File: config.mk
export PLATFORM = sky130hd
export DESIGN_NAME = cot_sequencer
export DESIGN_NICKNAME = d
export VERILOG_FILES = /design/src/rtl/cot_seq_pkg.sv /design/src/rtl/cot_sync.sv /design/src/rtl/cot_oneshot.sv /design/src/rtl/cot_sequencer.sv
export SDC_FILE = /design/constraint.sdc
export NUM_CORES = 1
export LEC_CHECK = 0
export ABC_AREA = 1
export ABC_CLOCK_PERIOD_IN_PS = 1400
export BUFFER_PORTS_ARGS = -buffer_cell sky130_fd_sc_hd__buf_2
export CORE_MARGIN = 5
export CORE_UTILIZATION = 52
export DETAILED_ROUTE_END_ITERATION = 10
export PLACE_DENSITY = 0.75
export SLEW_MARGIN = 20
export SYNTH_ARGS = -nofsm -noshare
export SYNTH_HDL_FRONTEND = slang
export SYNTH_SLANG_ARGS = --single-unit
File: constraint.sdc
create_clock -name clk -period 1.4 [get_ports clk]
set_input_delay 0.07 -clock clk [delete_from_list [all_inputs] [get_ports clk]]
set_output_delay 0.07 -clock clk [all_outputs]
set_load 0.01 [all_outputs]
File: src/rtl/cot_seq_pkg.sv
`timescale 1ns/1ps
// Shared types for the constant-on-time sequencer.
// Assumes: nothing; pure type definitions.
package cot_seq_pkg;

    // Switching phase; exactly one gate may be enabled per phase.
    typedef enum logic [2:0] {
        PH_OFF     = 3'd0,  // both off, waiting for a start request
        PH_DEAD_LH = 3'd1,  // low side released, high side not yet on
        PH_HIGH    = 3'd2,  // high-side conduction (on-time one-shot)
        PH_DEAD_HL = 3'd3,  // high side released, low side not yet on
        PH_LOW     = 3'd4   // low-side conduction
    } phase_e;

endpackage

File: src/rtl/cot_sync.sv
`timescale 1ns/1ps
// Multi-bit flop-chain synchroniser for independent asynchronous flags.
// Assumes: each bit is a level that is stable for several clocks, so
// no bit-to-bit coherence is needed; STAGES >= 2.
module cot_sync #(
    parameter int WIDTH  = 3,
    parameter int STAGES = 2
) (
    input  logic             clk,
    input  logic             rst_n,
    input  logic [WIDTH-1:0] d_async,
    output logic [WIDTH-1:0] q_sync
);

    logic [STAGES-1:0][WIDTH-1:0] chain_q;

    // Shift the asynchronous flags through the resynchronising stages.
    always_ff @(posedge clk) begin
        if (!rst_n) begin
            chain_q <= '0;
        end else begin
            chain_q[0] <= d_async;
            for (int s = 1; s < STAGES; s++) begin
                chain_q[s] <= chain_q[s-1];
            end
        end
    end

    assign q_sync = chain_q[STAGES-1];

endmodule

File: src/rtl/cot_oneshot.sv
`timescale 1ns/1ps
// Loadable down-counting one-shot; done is high while the count is zero.
// Assumes: load has priority over counting; the count parks at zero.
module cot_oneshot #(
    parameter int W       = 10,
    parameter int RST_VAL = 0
) (
    input  logic         clk,
    input  logic         rst_n,
    input  logic         load,
    input  logic [W-1:0] load_val,
    output logic         done
);

    logic [W-1:0] cnt_q;

    // Reload on request, otherwise count down to zero and hold.
    always_ff @(posedge clk) begin
        if (!rst_n) begin
            cnt_q <= W'(RST_VAL);
        end else if (load) begin
            cnt_q <= load_val;
        end else if (cnt_q != '0) begin
            cnt_q <= cnt_q - W'(1);
        end
    end

    assign done = (cnt_q == '0);

endmodule

File: src/rtl/cot_sequencer.sv
`timescale 1ns/1ps
// Constant-on-time switching sequencer for a synchronous buck stage.
// Launches a high-side pulse when demand is present, the valley current
// is under limit and the minimum off-time has expired. Inserts dead time
// in both directions. In automatic mode it truncates low-side conduction
// at the inductor zero crossing.
// Assumes: comparator flags are asynchronous levels; ton_cycles is
// already scaled to clock cycles; 1 <= DEAD <= MIN_OFF; MIN_ON >= 1;
// MIN_ON and DEAD fit in TON_W bits.
module cot_sequencer
    import cot_seq_pkg::*;
#(
    parameter int TON_W   = 10,
    parameter int MIN_ON  = 28,
    parameter int MIN_OFF = 113,
    parameter int DEAD    = 5
) (
    input  logic             clk,
    input  logic             rst_n,
    input  logic             gate_off,
    input  logic             fpwm_mode,
    input  logic             err_hi_a,
    input  logic             ilim_a,
    input  logic             zc_a,
    input  logic [TON_W-1:0] ton_cycles,
    output logic             hs_en,
    output logic             ls_en
);

    localparam int             PH_W     = TON_W;
    localparam int             OFF_W    = $clog2(MIN_OFF + 1);
    localparam logic [PH_W-1:0] MIN_ON_V = PH_W'(MIN_ON);
    localparam logic [PH_W-1:0] DEAD_LD  = PH_W'(DEAD - 1);
    localparam logic [OFF_W-1:0] OFF_LD  = OFF_W'(MIN_OFF);

    phase_e           state_q, state_d;
    logic             err_s, ilim_s, zc_s;
    logic             ph_load, ph_done;
    logic [PH_W-1:0]  ph_val;
    logic [PH_W-1:0]  ton_eff;
    logic             off_load, off_done;
    logic             start_ok;

    // Resynchronise the three comparator flags.
    cot_sync #(.WIDTH(3), .STAGES(2)) u_sync (
        .clk     (clk),
        .rst_n   (rst_n),
        .d_async ({err_hi_a, ilim_a, zc_a}),
        .q_sync  ({err_s, ilim_s, zc_s})
    );

    // Phase timer: times the high-side pulse and both dead gaps.
    cot_oneshot #(.W(PH_W), .RST_VAL(0)) u_phase_tmr (
        .clk      (clk),
        .rst_n    (rst_n),
        .load     (ph_load),
        .load_val (ph_val),
        .done     (ph_done)
    );

    // Off timer: minimum off-time measured from the high-side turn-off.
    cot_oneshot #(.W(OFF_W), .RST_VAL(MIN_OFF)) u_off_tmr (
        .clk      (clk),
        .rst_n    (rst_n),
        .load     (off_load),
        .load_val (OFF_LD),
        .done     (off_done)
    );

    // Apply the minimum on-time floor to the requested on-time.
    always_comb begin
        ton_eff = (ton_cycles < MIN_ON_V) ? MIN_ON_V : ton_cycles;
    end

    assign start_ok = err_s & ~ilim_s & off_done;

    // Next-phase and timer-load decisions.
    always_comb begin
        state_d  = state_q;
        ph_load  = 1'b0;
        ph_val   = DEAD_LD;
        off_load = 1'b0;
        if (gate_off) begin
            state_d  = PH_OFF;
            off_load = 1'b1;
        end else begin
            case (state_q)
                PH_OFF: begin
                    if (start_ok) begin
                        state_d = PH_DEAD_LH;
                        ph_load = 1'b1;
                    end
                end
                PH_DEAD_LH: begin
                    if (ph_done) begin
                        state_d = PH_HIGH;
                        ph_load = 1'b1;
                        ph_val  = ton_eff - PH_W'(1);
                    end
                end
                PH_HIGH: begin
                    if (ph_done) begin
                        state_d  = PH_DEAD_HL;
                        ph_load  = 1'b1;
                        off_load = 1'b1;
                    end
                end
                PH_DEAD_HL: begin
                    if (ph_done) begin
                        state_d = PH_LOW;
                    end
                end
                PH_LOW: begin
                    if (start_ok) begin
                        state_d = PH_DEAD_LH;
                        ph_load = 1'b1;
                    end else if (!fpwm_mode && zc_s) begin
                        state_d = PH_OFF;
                    end
                end
                default: state_d = PH_OFF;
            endcase
        end
    end

    // Phase register.
    always_ff @(posedge clk) begin
        if (!rst_n) begin
            state_q <= PH_OFF;
        end else begin
            state_q <= state_d;
        end
    end

    // Gate enables; gate_off masks them without waiting for a clock edge.
    assign hs_en = (state_q == PH_HIGH) & ~gate_off;
    assign ls_en = (state_q == PH_LOW)  & ~gate_off;

endmodule

==> flow_metrics.tcl, run 1 <==
set metrics [dict create \
    outcome "complete, but fails checks" \
    violations "negative setup slack" \
    grt_pass1_vias 1681 \
    critPathTopFamily "simple AND/OR/NAND/NOR gates" \
    synth_top_family_by_area "simple AND/OR/NAND/NOR gates" \
    synthArstFlopShare_pct 0 \
    crit_type "register to register" \
    synth_area_leaders "dfxtp_1 32%, nand2_1 12%, inv_1 9.6%" \
    ys.flop_type "dfxtp_1" \
    grt_max_degree 16 \
    max_cap_violations 0 \
    cp.arrival_ps 1820 \
    path_cells "inv_2 -> ha_4 -> inv_2 -> nor2_4 -> nand3_2 -> nor2_4 -> nand2_4 -> clkinv_4 -> nand2_4 -> nor2_4 -> nand2_1 -> a21oi_2" \
    vdd_drop_max_mv 0.855 \
    antenna_found_initial 0 \
    clk_pin_slew_ps 150 \
    drc 0 \
    vias_per_cell 4.93 \
    dr.pass1.iters 4 \
    cp_slowest_cell "dfxtp_2" \
    floorplan.initialDensity_pct 54.1 \
    rsz0062_at_grt "yes" \
    numCtsBuffers 3 \
    n_fill_cell 240 \
    ys_seq_area_share_pct 31.5 \
    fin_crit_sh_pct 110 \
    hold_path.class "primary input to register" \
    clock_sinks 26 \
    die_w_um 66.3 \
    synth.area.mux_share_pct 0 \
    fp.dieH_um 66.3 \
    overflow 0 \
    root_buffer "clkbuf_4" \
    core_area_mm2 0.00305 \
    fin_crit_ps 1540 \
    synth-edff-count 0 \
    worstPathMaxFanout 4 \
    clock.fmax_mhz 648 \
    ys_warn_count 0 \
    portBuffers 18 \
    syn_area_mm2 0.00165 \
    ctsHtreeMaxLevel 1 \
    max_stage_delay_ps 350 \
    grt_pass1_wl_um 6960 \
    final_cells 359 \
    io_pins 19 \
    ff_latch_area_um2 532 \
    insertion_delay_ps 330 \
    setup_viol_count_final 21 \
    wirelength_um 4070 \
    worst_slew_pin_slew_ps 307 \
    syn_to_final_growth_pct 40.5 \
    netlist_instances 251 \
    power_density_mw_per_mm2 1390 \
    synth-xor-area-share_pct 3.71 \
    synth_top_area_share_pct 31.5 \
    layout.nets 336 \
    groute.usage.overall_pct 20.0 \
    yosysTopAreaCell "dfxtp_1" \
    power_leakage_nw 1.14 \
    cts_tree "done" \
    dieArea_mm2 0.00440 \
    postRouteAntennaNets 0 \
    cpMostUsedCell "nor2_4" \
    yosysMostFrequentCell "nand2_1" \
    synth_nets 271 \
    hold_viol_final 0 \
    finalSetupTns_ps -1840 \
    rows 20 \
    multi_input_area_mm2 0.00108 \
    synthAdderAreaFrac_pct 2.27 \
    path_buf_inv 3 \
    synth_compound_area_share_pct 11.4 \
    layout-drive-gt1-share_pct 37.8 \
    required_ps 1680 \
    start_kind "register" \
    wire_per_inst_um 11.3 \
    setup_slack_ps -143 \
    dp_cells 347 \
    synth_seq_cells 26 \
    maxSlewViolCount 0 \
    synth_common_cells "53 x nand2_1, 42 x inv_1, 31 x nor2_1, 26 x dfxtp_1, 19 x nand3_1" \
    vias 1771 \
    antenna_cells 0 \
    maxSlewHeadroom_pct 79.5 \
    first_iter_violations 80 \
    hpwlAfterDp_um 3020 \
    gp_congestion 0.921 \
    synth.distinct_cells 28 \
    synth-simple-area-share_pct 40.1 \
    cp-end-kind "register" \
    fin_skew_ps 13.6 \
    postSynthAreaPerCell_um2 6.58 \
    clockBufferDepth 2 \
]
[cell type report]
type | count | area share, %
Multi-Input combinational cell | 180 | 46.5
Sequential cell | 26 | 22.9
Timing Repair Buffer | 62 | 18.8
Inverter | 43 | 7.18
Tap cell | 44 | 2.37
Clock inverter | 1 | 1.30
Clock buffer | 3 | 0.971
[per-layer routing]
metal / track usage, % / wire, µm / up-vias / share of wire (%)
met5: 0 / 0 / - / 0
met3: 2.21 / 124 / 7 / 3.0
met4: 5.84 / 60 / 0 / 1.5
li1: - / - / 928 / -
met1: 23.7 / 1800 / 807 / 44
met2: 37.2 / 2090 / 29 / 51
[cell usage in the layout, fill, tap and decap left out, types with 2 or more instances in the layout]
| cell type | n |
|---|---|
| o2111ai_1 | 2 |
| nor2_2 | 5 |
| nand2_2 | 3 |
| nand2_1 | 51 |
| nand4_1 | 4 |
| inv_2 | 7 |
| dfxtp_4 | 2 |
| buf_4 | 39 |
| dfxtp_1 | 21 |
| nor3_1 | 6 |
| ha_4 | 2 |
| buf_6 | 2 |
| dfxtp_2 | 3 |
| nand2_4 | 5 |
| nand3_1 | 13 |
| inv_1 | 35 |
| o21bai_1 | 2 |
| a21oi_2 | 6 |
| a21oi_1 | 7 |
| o21ai_1 | 3 |
| xor2_1 | 3 |
| dlygate4sd3_1 | 3 |
| o21ai_0 | 11 |
| clkbuf_4 | 3 |
| xnor2_1 | 4 |
| nand3_2 | 10 |
| buf_2 | 18 |
| or2_2 | 3 |
| nor2_1 | 28 |
| nor2_4 | 5 |
[cell families (layout without fill, tap and decap cells)]
kind of cell,after synthesis,count (layout)
AND/OR/NAND/NOR,136,136
buffers and inverters,45,109
XOR/XNOR,7,7
adder cells (fa/ha/maj),3,3
flip-flops,26,26
AO/OA/AOI/OAI,34,34
[stage by stage]
stage	area [µm²]	power [mW]	util, %	worst slack, ps	hold slack [ps]
after global routing	2320	3.50	75.9	-259	29.2
after floorplan	1690	1.94	-	-2.92	168
after detailed placement	2090	2.42	68.3	-205	255
after global placement	2090	2.40	68.3	-176	253
after CTS	2230	3.06	73.0	-135	9.09
final	2320	3.23	75.9	-143	33.0
[power breakdown]
| part | switching (mW) | internal [mW] |
|---|---|---|
| logic | 0.922 | 0.800 |
| registers | 0.112 | 0.878 |
| clock network | 0.230 | 0.290 |
| total | 1.26 | 1.97 |
[worst register-to-register path: stages (launching register included)]
cell      delay [ps]
dfxtp_2          350
inv_2             70
ha_4             130
inv_2             40
nor2_4            80
nand3_2          100
nor2_4           140
nand2_4           90
clkinv_4          70
nand2_4           40
nor2_4           140
nand2_1           90
a21oi_2          140
[sequential cells by signal, indices dropped and copies added (netlist names)]
register,count
u_phase_tmr.cnt_q,10
state_q,3
u_sync.q_sync,3
u_off_tmr.cnt_q,7
u_sync.chain_q,3
[final timing paths]
path                                      from  cells past startpoint  slack (ps)                                end
min                                      rst_n                      3          30       u_sync.chain_q[2]$_SDFF_PN0_
min reg2reg       u_sync.chain_q[0]$_SDFF_PN0_                      2         430        u_sync.q_sync[0]$_SDFF_PN0_
max          u_phase_tmr.cnt_q[0]$_SDFFE_PN0P_                     12        -140  u_phase_tmr.cnt_q[1]$_SDFFE_PN0P_
max reg2reg  u_phase_tmr.cnt_q[0]$_SDFFE_PN0P_                     12        -140  u_phase_tmr.cnt_q[1]$_SDFFE_PN0P_
[timing repair]
action,CTS,global route
buffers inserted,2,3
hold endpoints to repair,3,0
setup endpoints to repair,21,22
pin swaps,9,5
gates resized for setup,16,22
hold buffers,3,0
Note: power is estimated with default switching activity, not from simulation.
==> run 2: changes to the inputs <==
- CELL_PAD_IN_SITES_DETAIL_PLACEMENT: not set -> 0
- CELL_PAD_IN_SITES_GLOBAL_PLACEMENT: not set -> 1
- CORE_UTILIZATION: 52 -> 37
- PLACE_DENSITY: 0.75 -> not set
- PLACE_DENSITY_LB_ADDON: not set -> 0.1
==> flow_metrics.tcl, run 2 (same netlist as run 1, synthesis figures left out) <==
set metrics [dict create \
    maxSlewViolCount 0 \
    rsz0062_at_grt "yes" \
    clock_sinks 26 \
    drc 0 \
    setup_slack_ps -116 \
    cp-end-kind "register" \
    vias_per_cell 4.63 \
    violations "negative setup slack" \
    final_cell_mix "51 x buf_4, 50 x nand2_1, 36 x inv_1" \
    cpMostUsedCell "nor2_4" \
    vias 1747 \
    setup_viol_count_final 16 \
    clockBufferDepth 2 \
    dr.pass1.iters 4 \
    path_buf_inv 3 \
    n_fill_cell 429 \
    syn_to_final_growth_pct 45.0 \
    max_cap_violations 0 \
    cp.arrival_ps 1720 \
    path_cells "inv_2 -> ha_4 -> inv_4 -> nor2_4 -> nand3_2 -> nor2_4 -> nand2_4 -> clkinv_4 -> nand2_4 -> nor2_4 -> nand2_1 -> a21oi_2" \
    grt_max_degree 16 \
    clk_pin_slew_ps 100 \
    fin_crit_sh_pct 108 \
    worstPathMaxFanout 4 \
    regMostFlops "u_phase_tmr.cnt_q" \
    floorplan.initialDensity_pct 37.9 \
    insertion_delay_ps 270 \
    root_buffer "clkbuf_8" \
    io_pins 19 \
    postRouteAntennaNets 0 \
    die_w_um 76.8 \
    portBuffers 18 \
    top_regs "u_phase_tmr.cnt_q (10), u_off_tmr.cnt_q (7)" \
    fin_crit_ps 1520 \
    hold_viol_final 0 \
    outcome "complete, but fails checks" \
    layout-drive-gt1-share_pct 38.5 \
    layout.nets 346 \
    grt_pass1_wl_um 6840 \
    ctsHtreeMaxLevel 1 \
    required_ps 1610 \
    cp_slowest_cell "dfxtp_1" \
    hpwlAfterDp_um 3200 \
    fp.dieH_um 76.8 \
    dieArea_mm2 0.00590 \
    total_power_mw 3.45 \
    vdd_drop_max_mv 0.659 \
    fin_skew_ps 9.71 \
    antenna_cells 0 \
    cts_tree "done" \
    gp_congestion 0.815 \
    start_kind "register" \
    layout_commonest_cell "buf_4" \
    power_density_mw_per_mm2 1440 \
    clock.fmax_mhz 660 \
    wire_per_inst_um 10.6 \
    first_iter_violations 50 \
    wirelength_um 3990 \
    overflow 0 \
    antenna_found_initial 0 \
    worst_slew_pin_slew_ps 289 \
    pre_cts_slack_ps -317 \
    crit_type "register to register" \
    core_area_mm2 0.00435 \
    maxSlewHeadroom_pct 80.7 \
    largest_reg_flops 10 \
    groute.usage.overall_pct 13.7 \
    hold_path.class "primary input to register" \
    rows 24 \
    critPathTopFamily "simple AND/OR/NAND/NOR gates" \
    numCtsBuffers 3 \
    grt_pass1_vias 1643 \
    max_stage_delay_ps 330 \
    power_leakage_nw 1.19 \
]
-- run 2: metrics by stage --
| stage | util [%] | instances | TNS, ps | hold WS (ps) | cell area (µm²) |
|---|---|---|---|---|---|
| after detailed placement | 49.9 | 365 | -2260 | 254 | 2170 |
| after CTS | 53.5 | 374 | -1500 | 96.0 | 2330 |
| after floorplan | - | 251 | -2.92 | 168 | 1690 |
| final | 55.0 | 377 | -1190 | 103 | 2390 |
| after global placement | 49.9 | 365 | -1670 | 250 | 2170 |
| after global routing | 55.0 | 377 | -3510 | 103 | 2390 |
-- run 2: repair_timing --
item / 4_1_cts / 5_1_grt
buffers inserted: 2 / 3
pin swaps: 7 / 6
hold endpoints to repair: 3 / 0
setup endpoints to repair: 20 / 21
hold buffers: 3 / 0
resized for setup: 16 / 16
-- run 2: power by group --
part | internal, mW | total [mW] | switching [mW]
logic | 0.930 | 1.85 | 0.917
registers | 0.879 | 0.988 | 0.109
clock network | 0.382 | 0.620 | 0.238
total | 2.19 | 3.45 | 1.26
-- run 2: layout make-up --
class	count	area (µm²)	area share, %
repair buffers	72	503	21.0
inverters	43	169	7.06
well taps	52	65.1	2.72
multi-input cells	180	1060	44.3
clock inverters	1	30.0	1.25
flip-flops and latches	26	526	22.0
clock buffers	3	41.3	1.73
-- run 2: worst register-to-register path, stage by stage (launching register included) --
cell and delay (ps):
dfxtp_1 330, inv_2 70, ha_4 140, inv_4 40
nor2_4 100, nand3_2 100, nor2_4 150, nand2_4 90
clkinv_4 70, nand2_4 50, nor2_4 130, nand2_1 90
a21oi_2 110
-- run 2: per-layer routing --
layer	vias to the layer above	GRT usage, %	part of all wire, %	wire [µm]
met5	-	0	0	0
met3	4	2.46	3.3	132
met4	0	3.32	1.0	40
li1	952	-	-	-
met1	772	18.3	48	1920
met2	19	22.7	47	1890
-- run 2: path summary, 6_finish.rpt --
kind	start	end	slack, ps	cells after the start
max	u_phase_tmr.cnt_q[1]$_SDFFE_PN0P_	u_phase_tmr.cnt_q[3]$_SDFFE_PN0P_	-120	12
min	rst_n	u_sync.chain_q[0]$_SDFF_PN0_	100	3
max reg2reg	u_phase_tmr.cnt_q[1]$_SDFFE_PN0P_	u_phase_tmr.cnt_q[3]$_SDFFE_PN0P_	-120	12
min reg2reg	u_sync.chain_q[1]$_SDFF_PN0_	u_sync.q_sync[1]$_SDFF_PN0_	420	2
==> run 3: changes to the inputs <==
- PLACE_DENSITY: not set -> 0.81
- PLACE_DENSITY_LB_ADDON: 0.1 -> not set
==> flow_metrics.tcl, run 3 (same netlist as run 1, synthesis figures left out) <==
set metrics [dict create \
    path_depth 11 \
    core_area_mm2 0.00435 \
    placed_area_mm2 0.00216 \
    layout.nets 343 \
    required_ps 1560 \
    postRouteAntennaNets 0 \
    finalSetupTns_ps -880 \
    io_pins 19 \
    cp-end-kind "register" \
    outcome "complete, but fails checks" \
    pre_cts_slack_ps -157 \
    fin_util_pct 54.6 \
    largest_reg_flops 10 \
    max_stage_delay_ps 340 \
    dieArea_mm2 0.00590 \
    first_iter_violations 70 \
    final_cells 374 \
    drc 0 \
    worst_hold_slack_ps 111 \
    path_buf_inv 4 \
    overflow 0 \
    layout-drive-gt1-share_pct 37.6 \
    vdd_drop_max_mv 0.811 \
    start_kind "register" \
    total_power_mw 3.37 \
    ctsHtreeMaxLevel 1 \
    worstPathMaxFanout 4 \
    antenna_cells 0 \
    ff_latch_area_um2 524 \
    groute.usage.overall_pct 13.4 \
    path_cells "inv_2 -> ha_4 -> inv_2 -> nor2_4 -> nand3_4 -> nor2_4 -> nand2_4 -> clkinv_4 -> buf_4 -> o21ai_0 -> a21oi_2" \
    vias 1741 \
    power_density_mw_per_mm2 1420 \
    top_regs "u_phase_tmr.cnt_q (10), u_off_tmr.cnt_q (7)" \
    insertion_delay_ps 270 \
    wire_per_inst_um 10.6 \
    worstReg2RegStart "u_phase_tmr.cnt_q[0]$_SDFFE_PN0P_" \
    stdcell_area_mm2 0.00238 \
    fin_crit_sh_pct 106 \
    clock_sinks 26 \
    hold_path.class "primary input to register" \
    maxSlewViolCount 0 \
    worst_slew_pin_slew_ps 287 \
    n_fill_cell 450 \
    use_met1_pct 16.9 \
    dr.pass1.iters 6 \
    die_w_um 76.8 \
    hold_path_end "u_sync.chain_q[2]$_SDFF_PN0_" \
    crit_type "register to register" \
    floorplan.initialDensity_pct 37.9 \
    min_path_cells 3 \
    dp_cells 364 \
    grt_pass1_wl_um 6730 \
    critical_path.startpoint "u_phase_tmr.cnt_q[0]$_SDFFE_PN0P_" \
    numCtsBuffers 3 \
    wirelength_um 3980 \
    maxSlewHeadroom_pct 80.8 \
    fin_skew_ps 3.74 \
    reg2reg_slack_ps -90 \
    clock.fmax_mhz 672 \
    clockBufferDepth 2 \
    setup_slack_ps -88.2 \
    fin_crit_ps 1490 \
    violations "negative setup slack" \
    rr_worst_depth 11 \
    clk_pin_slew_ps 90 \
    multi_input_area_mm2 0.00107 \
    grt.busiest_layer "met2" \
    cp_slowest_cell "dfxtp_2" \
    final_cell_mix "51 x nand2_1, 48 x buf_4, 36 x inv_1" \
    cp.arrival_ps 1650 \
    setup_viol_count_final 17 \
    grt_max_degree 16 \
    antenna_found_initial 0 \
    vias_per_cell 4.66 \
    rsz0062_at_grt "yes" \
    critPathTopFamily "flip-flops" \
    syn_to_final_growth_pct 44.1 \
    rows 24 \
    power_leakage_nw 1.18 \
    gp_congestion 0.858 \
    grt_pass1_vias 1606 \
    min-delay-start "rst_n" \
    regMostFlops "u_phase_tmr.cnt_q" \
    fp.dieH_um 76.8 \
    hold_viol_final 0 \
    portBuffers 18 \
    grt.met2_usage_pct 24.1 \
    hpwlAfterDp_um 3290 \
    root_buffer "clkbuf_8" \
    layout_commonest_cell "nand2_1" \
    globalRouteMet3Util_pct 0.937 \
    max_cap_violations 0 \
    cts_tree "done" \
    r2r_end "u_phase_tmr.cnt_q[0]$_SDFFE_PN0P_" \
]
[run 3: where the power goes]
group	leakage [nW]	internal [mW]	total (mW)	switching, mW
Sequential	0.214	0.881	0.987	0.106
Combinational	0.928	0.858	1.76	0.907
Clock	0.0357	0.382	0.621	0.238
Total	1.18	2.12	3.37	1.25
[run 3: layout make-up]
type,instances,area share (%)
Clock buffer,3,1.74
Clock inverter,1,1.26
Inverter,43,7.00
Multi-Input combinational cell,180,45.0
Sequential cell,26,22.0
Tap cell,52,2.74
Timing Repair Buffer,69,20.2
[run 3: worst max path at each step]
stage / to / slack (ps)
after detailed placement: u_phase_tmr.cnt_q[0]$_SDFFE_PN0P_ / -160
after global routing: u_phase_tmr.cnt_q[6]$_SDFFE_PN0P_ / -200
final: u_phase_tmr.cnt_q[0]$_SDFFE_PN0P_ / -90
after CTS: u_phase_tmr.cnt_q[6]$_SDFFE_PN0P_ / -140
after floorplan: u_phase_tmr.cnt_q[7]$_SDFFE_PN0P_ / -3
after global placement: u_phase_tmr.cnt_q[8]$_SDFFE_PN0P_ / -110
[run 3: layer usage]
metal / vias up / share of wire [%]
met3: 2 / 2.7
met1: 771 / 46
met2: 33 / 51
met4: 0 / 1.0
met5: - / 0
li1: 935 / -
[run 3: timing repair]
action	4_1_cts	5_1_grt
pin swaps	10	6
hold buffers	3	0
hold endpoints to repair	3	0
resized for setup	17	13
buffers inserted	2	1
setup endpoints to repair	20	21
[run 3: worst reg2reg max path, cell delays in order, from the launching register on]
cell and delay (ps):
dfxtp_2 340, inv_2 50, ha_4 150, inv_2 70
nor2_4 40, nand3_4 70, nor2_4 50, nand2_4 90
clkinv_4 70, buf_4 150, o21ai_0 210, a21oi_2 90
